==> src/rtl/ahb_burst_pkg.sv <==
package ahb_burst_pkg;

    typedef enum logic [1:0] {
        TR_IDLE   = 2'b00,
        TR_BUSY   = 2'b01,
        TR_NONSEQ = 2'b10,
        TR_SEQ    = 2'b11
    } trans_e;

    typedef enum logic [2:0] {
        BU_SINGLE = 3'b000,
        BU_INCR   = 3'b001,
        BU_WRAP4  = 3'b010,
        BU_INCR4  = 3'b011,
        BU_WRAP8  = 3'b100,
        BU_INCR8  = 3'b101,
        BU_WRAP16 = 3'b110,
        BU_INCR16 = 3'b111
    } burst_e;

    typedef struct packed {
        logic       wrap;      // address wraps inside an aligned block
        logic       fixed;     // beat count is known
        logic [2:0] len_log2;  // log2 of beat count (0 for single / undefined)
    } burst_info_t;

endpackage

==> src/rtl/burst_decode.sv <==
module burst_decode
    import ahb_burst_pkg::*;
(
    input  logic [2:0]  hburst_i,
    output burst_info_t info_o
);
    always_comb begin
        info_o = '{wrap: 1'b0, fixed: 1'b1, len_log2: 3'd0};
        case (burst_e'(hburst_i))
            BU_SINGLE: info_o = '{wrap: 1'b0, fixed: 1'b1, len_log2: 3'd0};
            BU_INCR:   info_o = '{wrap: 1'b0, fixed: 1'b0, len_log2: 3'd0};
            BU_WRAP4:  info_o = '{wrap: 1'b1, fixed: 1'b1, len_log2: 3'd2};
            BU_INCR4:  info_o = '{wrap: 1'b0, fixed: 1'b1, len_log2: 3'd2};
            BU_WRAP8:  info_o = '{wrap: 1'b1, fixed: 1'b1, len_log2: 3'd3};
            BU_INCR8:  info_o = '{wrap: 1'b0, fixed: 1'b1, len_log2: 3'd3};
            BU_WRAP16: info_o = '{wrap: 1'b1, fixed: 1'b1, len_log2: 3'd4};
            BU_INCR16: info_o = '{wrap: 1'b0, fixed: 1'b1, len_log2: 3'd4};
            default:   info_o = '{wrap: 1'b0, fixed: 1'b1, len_log2: 3'd0};
        endcase
    end
endmodule

==> src/rtl/addr_step.sv <==
module addr_step #(
    parameter int ADDR_W    = 32,
    parameter int PAGE_LOG2 = 10
) (
    input  logic [ADDR_W-1:0] addr_i,
    input  logic [2:0]        size_i,
    input  logic              wrap_i,
    input  logic [2:0]        len_log2_i,
    output logic [ADDR_W-1:0] next_o,
    output logic [ADDR_W-1:0] mask_o
);
    localparam logic [ADDR_W-1:0] PAGE_MASK = (ADDR_W'(1) << PAGE_LOG2) - ADDR_W'(1);

    logic [ADDR_W-1:0] bytes;
    logic [ADDR_W-1:0] wrap_mask;
    logic [ADDR_W-1:0] sum;
    logic [3:0]        span_log2;

    always_comb begin
        span_log2 = {1'b0, size_i} + {1'b0, len_log2_i};
        bytes     = ADDR_W'(1) << size_i;
        wrap_mask = (ADDR_W'(1) << span_log2) - ADDR_W'(1);
        mask_o    = wrap_i ? wrap_mask : PAGE_MASK;
        sum       = addr_i + bytes;
        next_o    = (addr_i & ~mask_o) | (sum & mask_o);
    end
endmodule

==> src/rtl/ahb_burst_addr_gen.sv <==
module ahb_burst_addr_gen
    import ahb_burst_pkg::*;
#(
    parameter int ADDR_W         = 32,
    parameter int BUS_BYTES_LOG2 = 2,
    parameter int PAGE_LOG2      = 10,
    parameter int MAX_LEN_LOG2   = 4
) (
    input  logic              clk_i,
    input  logic              rst_ni,
    input  logic              accept_i,
    input  logic [1:0]        htrans_i,
    input  logic [ADDR_W-1:0] haddr_i,
    input  logic [2:0]        hsize_i,
    input  logic [2:0]        hburst_i,
    output logic [ADDR_W-1:0] beat_addr_o,
    output logic              last_beat_o
);
    localparam int CNT_W = MAX_LEN_LOG2 + 1;

    typedef struct packed {
        logic [ADDR_W-1:0] addr;
        logic [2:0]        size;
        burst_info_t       info;
        logic [CNT_W-1:0]  cnt;
        logic              last;
        logic              active;
    } state_t;

    state_t st_d, st_q;

    burst_info_t       dec_info;
    logic [2:0]        size_eff;
    logic [ADDR_W-1:0] step_next;
    logic [ADDR_W-1:0] step_mask;
    logic [CNT_W-1:0]  cnt_inc;
    logic [CNT_W-1:0]  beats_m1;
    trans_e            trans;

    burst_decode u_decode (
        .hburst_i (hburst_i),
        .info_o   (dec_info)
    );

    addr_step #(
        .ADDR_W    (ADDR_W),
        .PAGE_LOG2 (PAGE_LOG2)
    ) u_step (
        .addr_i     (st_q.addr),
        .size_i     (st_q.size),
        .wrap_i     (st_q.info.wrap),
        .len_log2_i (st_q.info.len_log2),
        .next_o     (step_next),
        .mask_o     (step_mask)
    );

    always_comb begin
        trans    = trans_e'(htrans_i);
        size_eff = (hsize_i > 3'(BUS_BYTES_LOG2)) ? 3'(BUS_BYTES_LOG2) : hsize_i;
        cnt_inc  = st_q.cnt + CNT_W'(1);
        beats_m1 = (CNT_W'(1) << st_q.info.len_log2) - CNT_W'(1);
        st_d     = st_q;
        if (accept_i) begin
            case (trans)
                TR_NONSEQ: begin
                    st_d.addr   = haddr_i;
                    st_d.size   = size_eff;
                    st_d.info   = dec_info;
                    st_d.cnt    = '0;
                    st_d.last   = dec_info.fixed && (dec_info.len_log2 == 3'd0);
                    st_d.active = 1'b1;
                end
                TR_SEQ: begin
                    if (st_q.active) begin
                        st_d.addr = step_next;
                        st_d.cnt  = cnt_inc;
                        st_d.last = st_q.info.fixed && (cnt_inc == beats_m1);
                    end
                end
                default: ;
            endcase
        end
    end

    always_ff @(posedge clk_i or negedge rst_ni) begin
        if (!rst_ni) st_q <= '0;
        else         st_q <= st_d;
    end

    assign beat_addr_o = st_q.addr;
    assign last_beat_o = st_q.last;

    // Assertions

    assert_nonseq_load_R2: assert property (@(posedge clk_i) disable iff (!rst_ni)
        (accept_i && htrans_i == 2'b10) |=> (beat_addr_o == $past(haddr_i)));

    assert_wrap_upper_fixed_R4: assert property (@(posedge clk_i) disable iff (!rst_ni)
        (accept_i && htrans_i == 2'b11 && st_q.active && st_q.info.wrap)
        |=> ((beat_addr_o & ~$past(step_mask)) == ($past(st_q.addr) & ~$past(step_mask))));

    assert_page_kept_R6: assert property (@(posedge clk_i) disable iff (!rst_ni)
        (accept_i && htrans_i == 2'b11 && st_q.active)
        |=> (beat_addr_o[ADDR_W-1:PAGE_LOG2] == $past(beat_addr_o[ADDR_W-1:PAGE_LOG2])));

    assert_hold_idle_busy_R7: assert property (@(posedge clk_i) disable iff (!rst_ni)
        (!accept_i || !htrans_i[1]) |=> ($stable(beat_addr_o) && $stable(last_beat_o)));

    assert_single_last_R8: assert property (@(posedge clk_i) disable iff (!rst_ni)
        (accept_i && htrans_i == 2'b10 && hburst_i == 3'b000) |=> last_beat_o);

    assert_undef_never_last_R8: assert property (@(posedge clk_i) disable iff (!rst_ni)
        (accept_i && htrans_i == 2'b10 && hburst_i == 3'b001) |=> !last_beat_o);

    assert_orphan_seq_R9: assert property (@(posedge clk_i) disable iff (!rst_ni)
        (accept_i && htrans_i == 2'b11 && !st_q.active) |=> $stable(beat_addr_o));

endmodule

==> config.mk <==
export PLATFORM = sky130hd
export DESIGN_NAME = ahb_burst_addr_gen
export DESIGN_NICKNAME = d
export VERILOG_FILES = /design/src/rtl/ahb_burst_pkg.sv /design/src/rtl/burst_decode.sv /design/src/rtl/addr_step.sv /design/src/rtl/ahb_burst_addr_gen.sv
export SDC_FILE = /design/constraint.sdc
export NUM_CORES = 1
export LEC_CHECK = 0
export BUFFER_PORTS_ARGS = -buffer_cell sky130_fd_sc_hd__buf_2
export CORE_MARGIN = 5
export CORE_UTILIZATION = 51
export DETAILED_ROUTE_END_ITERATION = 16
export PLACE_DENSITY = 0.78
export SLEW_MARGIN = 0
export SYNTH_ARGS = -nofsm -noshare
export SYNTH_HDL_FRONTEND = slang
export SYNTH_SLANG_ARGS = --single-unit
export TNS_END_PERCENT = 30
==> constraint.sdc <==
create_clock -name clk_i -period 3.31 [get_ports clk_i]
set_input_delay 0.662 -clock clk_i [delete_from_list [all_inputs] [get_ports clk_i]]
set_output_delay 0.662 -clock clk_i [all_outputs]
set_load 0.1 [all_outputs]
==> impl_metrics.yaml, run 1 <==
outcome:
  status: "completed"
routing:
  remaining_drc_errors: 0
  vias: 3882
  postRouteAntennaNets: 0
  wl_mm: 10.8
  avgRoutedWirePerCell_um: 17.0
  drtIter0Drc: 320
  detail_route.vias_per_cell: 6.10
  first_pass_iters: 5
logic_synthesis:
  synth_cells: 496
  synth_seq_area_share_pct: 30.1
  netlist.area_leader.share_pct: 30.1
  synth.area.mux_share_pct: 0.289
  yosysUniqueCellTypes: 58
  yosys.area.top_type: "dfrtp_1"
  avgSynthCellArea_um2: 7.87
  synth_edf_count: 0
  synth-adder-area-share_pct: 7.12
  ys_warn_count: 0
  synth_xor_area_share_pct: 3.37
  synth_area_mm2: 0.00390
  ys_ff_latch: 47
  ys.flop_type: "dfrtp_1"
  synth_compound_area_share_pct: 23.5
  async_flop_share_pct: 100
  synthesis.nets: 560
  synthSimpleGateAreaFrac_pct: 25.4
  yosys-top-cells-area: "dfrtp_1 30%, nand2_1 7.1%, buf_4 6.4%"
  synth_top_family_by_area: "simple AND/OR/NAND/NOR gates"
clock_network:
  cts_buffer_depth: 2
  h-tree-depth: 2
  cts_buffers: 5
  postCtsHoldBufs: 0
  post_cts_buffers: 0
  cts_tree: "built"
  cts.clk_slew.worst_paths_ns: 0.11
  insertion_delay_ns: 0.31
  clock_sinks: 47
  root_buffer: "clkbuf_8"
sta:
  hold_viol: 0
  min_period_over_period_pct: 94.3
  timing.slew.headroom_pct: 28.4
  slew_violations: 0
  finalCriticalPeriod_ns: 3.12
  setup_viol_count_final: 0
  tightest_slew_ns: 1.07
  fmax_mhz: 320
  skew_ns: 0.0139
placement:
  place.gp.congestion: 0.957
  port_buffers: 75
  dpl.hpwl_mm: 7.99
  dp.cells: 628
  placedInstanceArea_mm2: 0.00417
setup_path:
  arrival_ns: 3.36
  end_kind: "register"
  reg2reg_depth: 12
  criticalPathCategory: "register to register"
  critPathRequiredTime_ns: 3.55
  crit_path_max_fanout: 6
  setup.worst_path.start_class: "register"
global_routing:
  grt_max_degree: 48
  grt-ovfl-total: 0
  grt_pass1_vias: 3778
  grt_usage_pct: 22.7
  grt_pass1_wl_mm: 18.2
  antenna_found_initial: 0
hold_path:
  hold_depth: 2
  holdCritPathClass: "register to register"
floorplanning:
  pin_count: 76
  die_y_um: 97.5
  fp-row-count: 31
  start_util_pct: 52.9
  die_x_um: 97.5
  die-area_mm2: 0.00950
  core_area_mm2: 0.00737
cells_and_area:
  num_antenna_cells: 0
  nNetsFinal: 600
  final_cell_mix: "75 x buf_2, 74 x nand2_1, 47 x dfrtp_1"
  ff_latch_area_mm2: 0.00118
  design_area_mm2: 0.00429
  final_cells: 636
  multiInputGateArea_mm2: 0.00235
  drive_gt1_share_pct: 20.5
  n_fill_cell: 680
  final_common_cell: "buf_2"
  syn_to_final_growth_pct: 10.1
job:
  maxCapViolations: 0
power:
  leakage_nw: 2.02
  p_per_area_mw_per_mm2: 597
  finalPower_mw: 2.57
  ir_drop_mv: 0.307
## through the flow
step           TNS, ns  hold slack (ns)  utilization, %  setup slack [ns]
2_1_floorplan        0            0.366               -             0.173
6_report             0            0.484            58.3             0.188
3_3_place_gp         0            0.453            56.6             0.298
3_5_place_dp         0            0.460            56.6             0.182
4_1_cts              0            0.485            58.0             0.164
5_1_grt        -0.0935            0.520            58.3           -0.0385
## routing by layer
| metal | vias to the layer above | track usage (%) | routed length, um |
|---|---|---|---|
| met1 | 1845 | 30.3 | 4700 |
| li1 | 1841 | - | - |
| met4 | 0 | 5.86 | 260 |
| met2 | 161 | 38.1 | 5100 |
| met3 | 35 | 4.16 | 748 |
| met5 | - | 0 | 0 |
## power breakdown
group	total, mW	switching [mW]	internal, mW
logic	1.40	1.03	0.364
clock network	0.389	0.218	0.171
registers	0.781	0.119	0.662
total	2.57	1.37	1.20
## path summary, 6_finish.rpt
kind	startpoint	endpoint	slack (ns)
setup / recovery	st_q[7]	register	0.19
hold / removal	st_q[0]	st_q[0]	0.48
setup reg to reg	st_q[7]	register	0.19
hold reg to reg	st_q[0]	st_q[0]	0.48
max in group asynchronous	rst_ni	asynchronous set/reset pin	2.10
min in group asynchronous	rst_ni	asynchronous set/reset pin	0.54
## area by class of cell
type / count / area share, %
Sequential cell: 47 / 27.4
Timing Repair Buffer: 90 / 11.4
Tap cell: 99 / 2.88
Clock inverter: 2 / 0.379
Multi-Input combinational cell: 377 / 54.7
Inverter: 15 / 1.31
Clock buffer: 6 / 1.92
## logic make-up after synthesis
kind of cell / count (synthesis)
simple gates: 203
compound gates: 137
buf+inv: 72
flops: 47
fa+ha+maj: 21
xor+xnor: 15
mux: 1
## cells in the mapped netlist (2+ instances only)
master      n
o211ai_1    3
nor3b_1     2
buf_1       3
o21ai_0    26
o21a_1      4
o21bai_1    2
a21o_1      9
nand4bb_1   2
nor2_1     36
o21ai_1     4
o22ai_1     7
inv_1      15
nand3_1    19
a211oi_2    2
buf_4      33
a22o_1      2
nor2b_1     5
nand2b_1    7
a211o_1     3
fa_1        2
a21oi_1    29
a211oi_1    7
o31ai_1     3
xor2_1     11
a22oi_1     4
xnor2_1     4
nor4b_1     2
dfrtp_1    47
a32oi_1     3
and2_1      5
nand4_1     6
nand3b_1    2
and3_1     12
buf_2       4
nand2_1    74
nor3_1     17
a31oi_1    10
nor4_1      2
ha_1       19
a2bb2oi_1   5
or3_1       3
clkbuf_1   17
and4_1      5
a311oi_1    5
## critical path, cell delays in order, from the launching register on
cell,delay [ns]
dfrtp_1,0.42
ha_2,0.24
inv_1,0.06
fa_2,0.59
nand2b_1,0.14
nor2_2,0.17
nand2_1,0.10
ha_1,0.21
or4_1,0.50
a31oi_1,0.18
o211ai_1,0.11
a21oi_1,0.19
a2bb2oi_1,0.15
## what timing repair did
item	CTS	global route
hold endpoints to repair	0	0
gates resized for setup	0	5
setup endpoints to repair	0	6
No activity file was read; power rests on OpenSTA's default activity.
==> inputs of run 2 (changes only) <==
--- a/config.mk
+++ b/config.mk
@@ -10,6 +10,7 @@
 export CORE_UTILIZATION = 51
 export DETAILED_ROUTE_END_ITERATION = 16
 export PLACE_DENSITY = 0.78
+export REMOVE_ABC_BUFFERS = 1
 export SLEW_MARGIN = 0
 export SYNTH_ARGS = -nofsm -noshare
 export SYNTH_HDL_FRONTEND = slang
==> constraint.sdc (replaced) <==
create_clock -name clk_i -period 2.8 [get_ports clk_i]
set_input_delay 0.56 -clock clk_i [delete_from_list [all_inputs] [get_ports clk_i]]
set_output_delay 0.56 -clock clk_i [all_outputs]
set_load 0.1 [all_outputs]
==> run 2 against run 1 <==
- the run now ends with setup timing left
- combinational power is 32% higher
- worst hold slack worse by 0.26 ns
- clock-buffer cell count stayed put
- maximum frequency is 4.6% higher
- first-iteration DRC count is 12% higher
- final area is 8.8% higher
- largest power group unchanged
==> impl_metrics.yaml, run 2 (synthesis gave the netlist of run 1 again) <==
cells_and_area:
  final_cells: 673
  finish.utilization_pct: 63.4
  syn_to_final_growth_pct: 19.8
  drive_gt1_share_pct: 29.3
  ff_latch_area_mm2: 0.00118
  final_common_cell: "buf_2"
  nNetsFinal: 637
  n_fill_cell: 634
  num_antenna_cells: 0
  final_cell_mix: "75 x buf_2, 73 x nand2_1, 51 x buf_4"
  multiInputGateArea_mm2: 0.00245
sta:
  skew_ns: 0.00544
  min_period_over_period_pct: 107
  timing.slew.headroom_pct: 63.8
  fin_ws_ns: -0.185
  setup_viol_count_final: 8
  fmax_mhz: 335
  rsz0062_at_grt: "true"
  slew_violations: 0
  tightest_slew_ns: 0.543
  hold_viol: 0
  finalCriticalPeriod_ns: 2.98
routing:
  drtIter0Drc: 358
  wl_mm: 11.8
  first_pass_iters: 5
  vias: 4092
  avgRoutedWirePerCell_um: 17.5
  detail_route.vias_per_cell: 6.08
  remaining_drc_errors: 0
  postRouteAntennaNets: 0
global_routing:
  grt_pass1_wl_mm: 19.0
  grt_usage_pct: 23.9
  grt-ovfl-total: 0
  grt_max_degree: 28
  antenna_found_initial: 0
  grt_pass1_vias: 3981
power:
  finalPower_mw: 3.20
  p_per_area_mw_per_mm2: 685
  ir_drop_mv: 0.611
  leakage_nw: 2.21
setup_path:
  critical_path_buf_inv_count: 1
  crit_path_max_fanout: 5
  timing.rr.start: "st_q[7]"
  end_kind: "register"
  arrival_ns: 3.21
  crit_start: "st_q[7]"
  path_delay_family: "adder cells"
  path_depth: 13
  reg2reg_depth: 13
  critPathRequiredTime_ns: 3.03
  slowest_stage: "fa_2"
  setup.worst_path.start_class: "register"
  crit_path_cell_trace: "ha_2, inv_2, fa_2, nand4bb_1, o21ai_2, nand2_2, ha_2, nor2_1, nand3b_1, a311oi_1, o21ai_1, a21oi_1, a2bb2oi_1"
  crit_top_cell: "ha_2"
  r2r_slack_ns: -0.18
  worst_path_largest_cell_delay_ns: 0.57
  criticalPathCategory: "register to register"
clock_network:
  h-tree-depth: 2
  root_buffer: "clkbuf_8"
  cts.clk_slew.worst_paths_ns: 0.09
  insertion_delay_ns: 0.31
  clock_sinks: 47
  cts_tree: "built"
  cts_buffers: 5
  cts_buffer_depth: 2
floorplanning:
  start_util_pct: 52.9
  die_y_um: 97.5
  die_x_um: 97.5
  core_area_mm2: 0.00737
  fp-row-count: 31
  pin_count: 76
  die-area_mm2: 0.00950
placement:
  place.gp.congestion: 0.914
  port_buffers: 75
  dp.cells: 658
  dpl.hpwl_mm: 8.57
hold_path:
  holdCritPathClass: "primary input to asynchronous set/reset pin"
outcome:
  violations: "setup timing"
  status: "finished, violations left"
job:
  maxCapViolations: 0
## run 2: timing repair
action | CTS | global route
hold buffers | 0 | 0
gates resized for setup | 7 | 22
pin swaps | 8 | 14
endpoints found under the setup margin | 7 | 19
buffers inserted | 4 | 3
## run 2: how the worst min path moves through the flow
stage,start,end,cells past startpoint
after floorplan,rst_ni,asynchronous set/reset pin,0
after global placement,st_q[0],st_q[0],2
after detailed placement,st_q[0],st_q[0],2
after CTS,rst_ni,asynchronous set/reset pin,1
after global routing,rst_ni,asynchronous set/reset pin,1
final,rst_ni,asynchronous set/reset pin,1
## run 2: report_power, final
group	internal [mW]	total, mW	leakage (nW)	switching, mW
clock	0.180	0.434	0.0418	0.254
combinational	0.546	1.85	1.59	1.31
sequential	0.782	0.911	0.573	0.129
## run 2: area by class of cell
class                      count  share of cell area, %
clock inverter                 2                  0.348
multi-input combinational    377                   52.4
timing repair buffer         127                   16.7
tap                           99                   2.65
clock buffer                   6                   1.55
inverter                      15                   1.21
sequential                    47                   25.2
## run 2: per-stage QoR
| step | TNS, ns | hold slack [ns] | worst slack [ns] | area, um2 |
|---|---|---|---|---|
| after global routing | -1.59 | 0.258 | -0.231 | 4670 |
| final | -0.616 | 0.226 | -0.185 | 4670 |
| after CTS | -0.512 | 0.246 | -0.0960 | 4550 |
| after floorplan | -2.95 | 0.264 | -0.493 | 3560 |
| after global placement | -0.0249 | 0.450 | -0.0249 | 4410 |
| after detailed placement | -0.261 | 0.459 | -0.143 | 4410 |
## run 2: layer usage
metal | vias to the layer above | global-route usage (%) | part of all wire [%]
met5 | - | 0 | 0
met3 | 33 | 4.02 | 7.0
met2 | 180 | 40.9 | 50
met4 | 0 | 6.71 | 2.4
met1 | 1964 | 31.0 | 41
li1 | 1915 | - | -
==> inputs of run 3 (changes only) <==
--- a/config.mk
+++ b/config.mk
@@ -9,7 +9,8 @@
 export CORE_MARGIN = 5
 export CORE_UTILIZATION = 51
 export DETAILED_ROUTE_END_ITERATION = 16
-export PLACE_DENSITY = 0.78
+export GPL_TIMING_DRIVEN = 0
+export PLACE_DENSITY_LB_ADDON = 0.3
 export REMOVE_ABC_BUFFERS = 1
 export SLEW_MARGIN = 0
 export SYNTH_ARGS = -nofsm -noshare
==> run 3 against run 2 <==
- the run still ends with setup timing left
- sequential power is 0.7% higher
- die area stayed put
- worst hold slack better by 0.19 ns
- maximum frequency is 4.4% lower
- non-clock buffer count is 39 lower
- global-route usage is 1.3 points lower
- sequential share of layout area is 1.2 points higher
- final area is 4.1% lower
- clock power is 23% higher
- flip-flop and latch count stayed put
- critical path type unchanged
==> impl_metrics.yaml, run 3 (synthesis gave the netlist of run 1 again) <==
floorplanning:
  core_area_mm2: 0.00737
  fp-row-count: 31
  pin_count: 76
  die-area_mm2: 0.00950
  die_y_um: 97.5
  die_x_um: 97.5
  start_util_pct: 52.9
sta:
  slew_violations: 0
  fin_ws_ns: -0.322
  hold_viol: 0
  finalCriticalPeriod_ns: 3.12
  min_period_over_period_pct: 111
  skew_ns: 0.00773
  setup_viol_count_final: 11
  tightest_slew_ns: 1.13
  rsz0062_at_grt: "true"
  fmax_mhz: 320
  tns_ns: -2.05
  timing.slew.headroom_pct: 24.5
cells_and_area:
  finish.utilization_pct: 60.8
  syn_to_final_growth_pct: 14.9
  num_antenna_cells: 0
  nNetsFinal: 598
  final_cells: 634
  final_cell_mix: "75 x buf_2, 69 x nand2_1, 44 x dfrtp_1"
  design_area_mm2: 0.00448
  drive_gt1_share_pct: 26.0
  final_common_cell: "buf_2"
  n_fill_cell: 671
placement:
  place.gp.congestion: 0.826
  dpl.hpwl_mm: 7.36
  port_buffers: 75
  placedInstanceArea_mm2: 0.00408
  dp.cells: 614
clock_network:
  cts_buffer_depth: 2
  root_buffer: "clkbuf_8"
  insertion_delay_ns: 0.32
  cts_buffers: 5
  clock_sinks: 47
  h-tree-depth: 2
  postCtsHoldBufs: 0
  cts.clk_slew.worst_paths_ns: 0.10
  cts_tree: "built"
setup_path:
  reg2reg_depth: 12
  critPathRequiredTime_ns: 3.04
  worst_path_largest_cell_delay_ns: 0.63
  crit_path_max_fanout: 5
  crit_start: "st_q[7]"
  slowest_stage: "fa_2"
  crit_top_cell: "ha_4"
  critical_path_buf_inv_count: 1
  timing.rr.start: "st_q[7]"
  setup.worst_path.start_class: "register"
  end_kind: "register"
  crit_path_cell_trace: "ha_4, inv_2, fa_2, nand2b_1, nor2_2, nand2_2, ha_4, or4_4, a31oi_2, o211ai_1, a21oi_1, a2bb2oi_1"
  arrival_ns: 3.36
  path_delay_family: "adder cells"
  r2r_slack_ns: -0.32
  criticalPathCategory: "register to register"
routing:
  vias: 3869
  remaining_drc_errors: 0
  postRouteAntennaNets: 0
  detail_route.vias_per_cell: 6.10
  drtIter0Drc: 265
  first_pass_iters: 5
  wl_mm: 11.0
  avgRoutedWirePerCell_um: 17.3
global_routing:
  grt_usage_pct: 22.6
  grt_max_degree: 48
  met2_usage_pct: 39.1
  antenna_found_initial: 0
  met1_usage_pct: 28.2
  grt_pass1_vias: 3785
  busiest_layer: "met2"
  use_met3_pct: 3.73
  grt-ovfl-total: 0
  grt_pass1_wl_mm: 17.9
power:
  finalPower_mw: 3.22
  p_per_area_mw_per_mm2: 718
  leakage_nw: 2.07
  ir_drop_mv: 0.449
hold_path:
  holdCritPathClass: "primary input to asynchronous set/reset pin"
outcome:
  violations: "setup timing"
  status: "finished, violations left"
job:
  maxCapViolations: 0
run 3: cell types whose count changed in the layout (fill, tap and decap cells not counted), sizes merged:
cell | previous run | this run
inv | 16 | 15
clkinvlp | 1 | 0
clkinv | 0 | 2
buf | 127 | 88
clkbuf | 6 | 5
bufinv | 0 | 1
run 3: worst register-to-register path, stage by stage (launching register included):
cell       delay, ns
dfrtp_1         0.41
ha_4            0.16
inv_2           0.04
fa_2            0.63
nand2b_1        0.13
nor2_2          0.18
nand2_2         0.13
ha_4            0.20
or4_4           0.51
a31oi_2         0.17
o211ai_1        0.14
a21oi_1         0.20
a2bb2oi_1       0.16
run 3: cell type report:
type	instances	area [um2]	share of cell area, %
Clock buffer	5	68.8	1.54
Timing Repair Buffer	88	504	11.3
Tap cell	99	124	2.76
Inverter	15	56.3	1.26
Multi-Input combinational cell	377	2500	55.9
Sequential cell	47	1180	26.3
Clock inverter	3	43.8	0.977
run 3: routing by layer:
| layer | wire length [um] | vias to the layer above |
|---|---|---|
| met4 | 213 | 0 |
| met5 | 0 | - |
| met1 | 4600 | 1842 |
| li1 | - | 1839 |
| met3 | 743 | 21 |
| met2 | 5410 | 167 |
run 3: worst max path at each step:
stage                    end  slack, ns  cells past startpoint
floorplan           register      -0.49                     12
global placement    register      -1.20                      7
detailed placement  register      -0.99                     13
CTS                 register      -0.22                     12
global route        register      -0.49                     13
finish              register      -0.32                     12
run 3: timing repair:
action	in CTS	in global routing
cloned	0	0
setup endpoints to repair	18	20
resized for setup	22	23
buffers inserted	10	2
pin swaps	11	15
run 3: where the power goes:
group	total (mW)	switching, mW	internal, mW
clock network	0.534	0.267	0.267
registers	0.917	0.134	0.783
logic	1.77	1.27	0.497
total	3.22	1.67	1.55
run 3: metrics by stage:
stage	hold slack, ns	worst slack, ns
finish	0.420	-0.322
global route	0.431	-0.493
CTS	0.428	-0.215
detailed placement	0.466	-0.991
global placement	0.440	-1.20
floorplan	0.264	-0.493
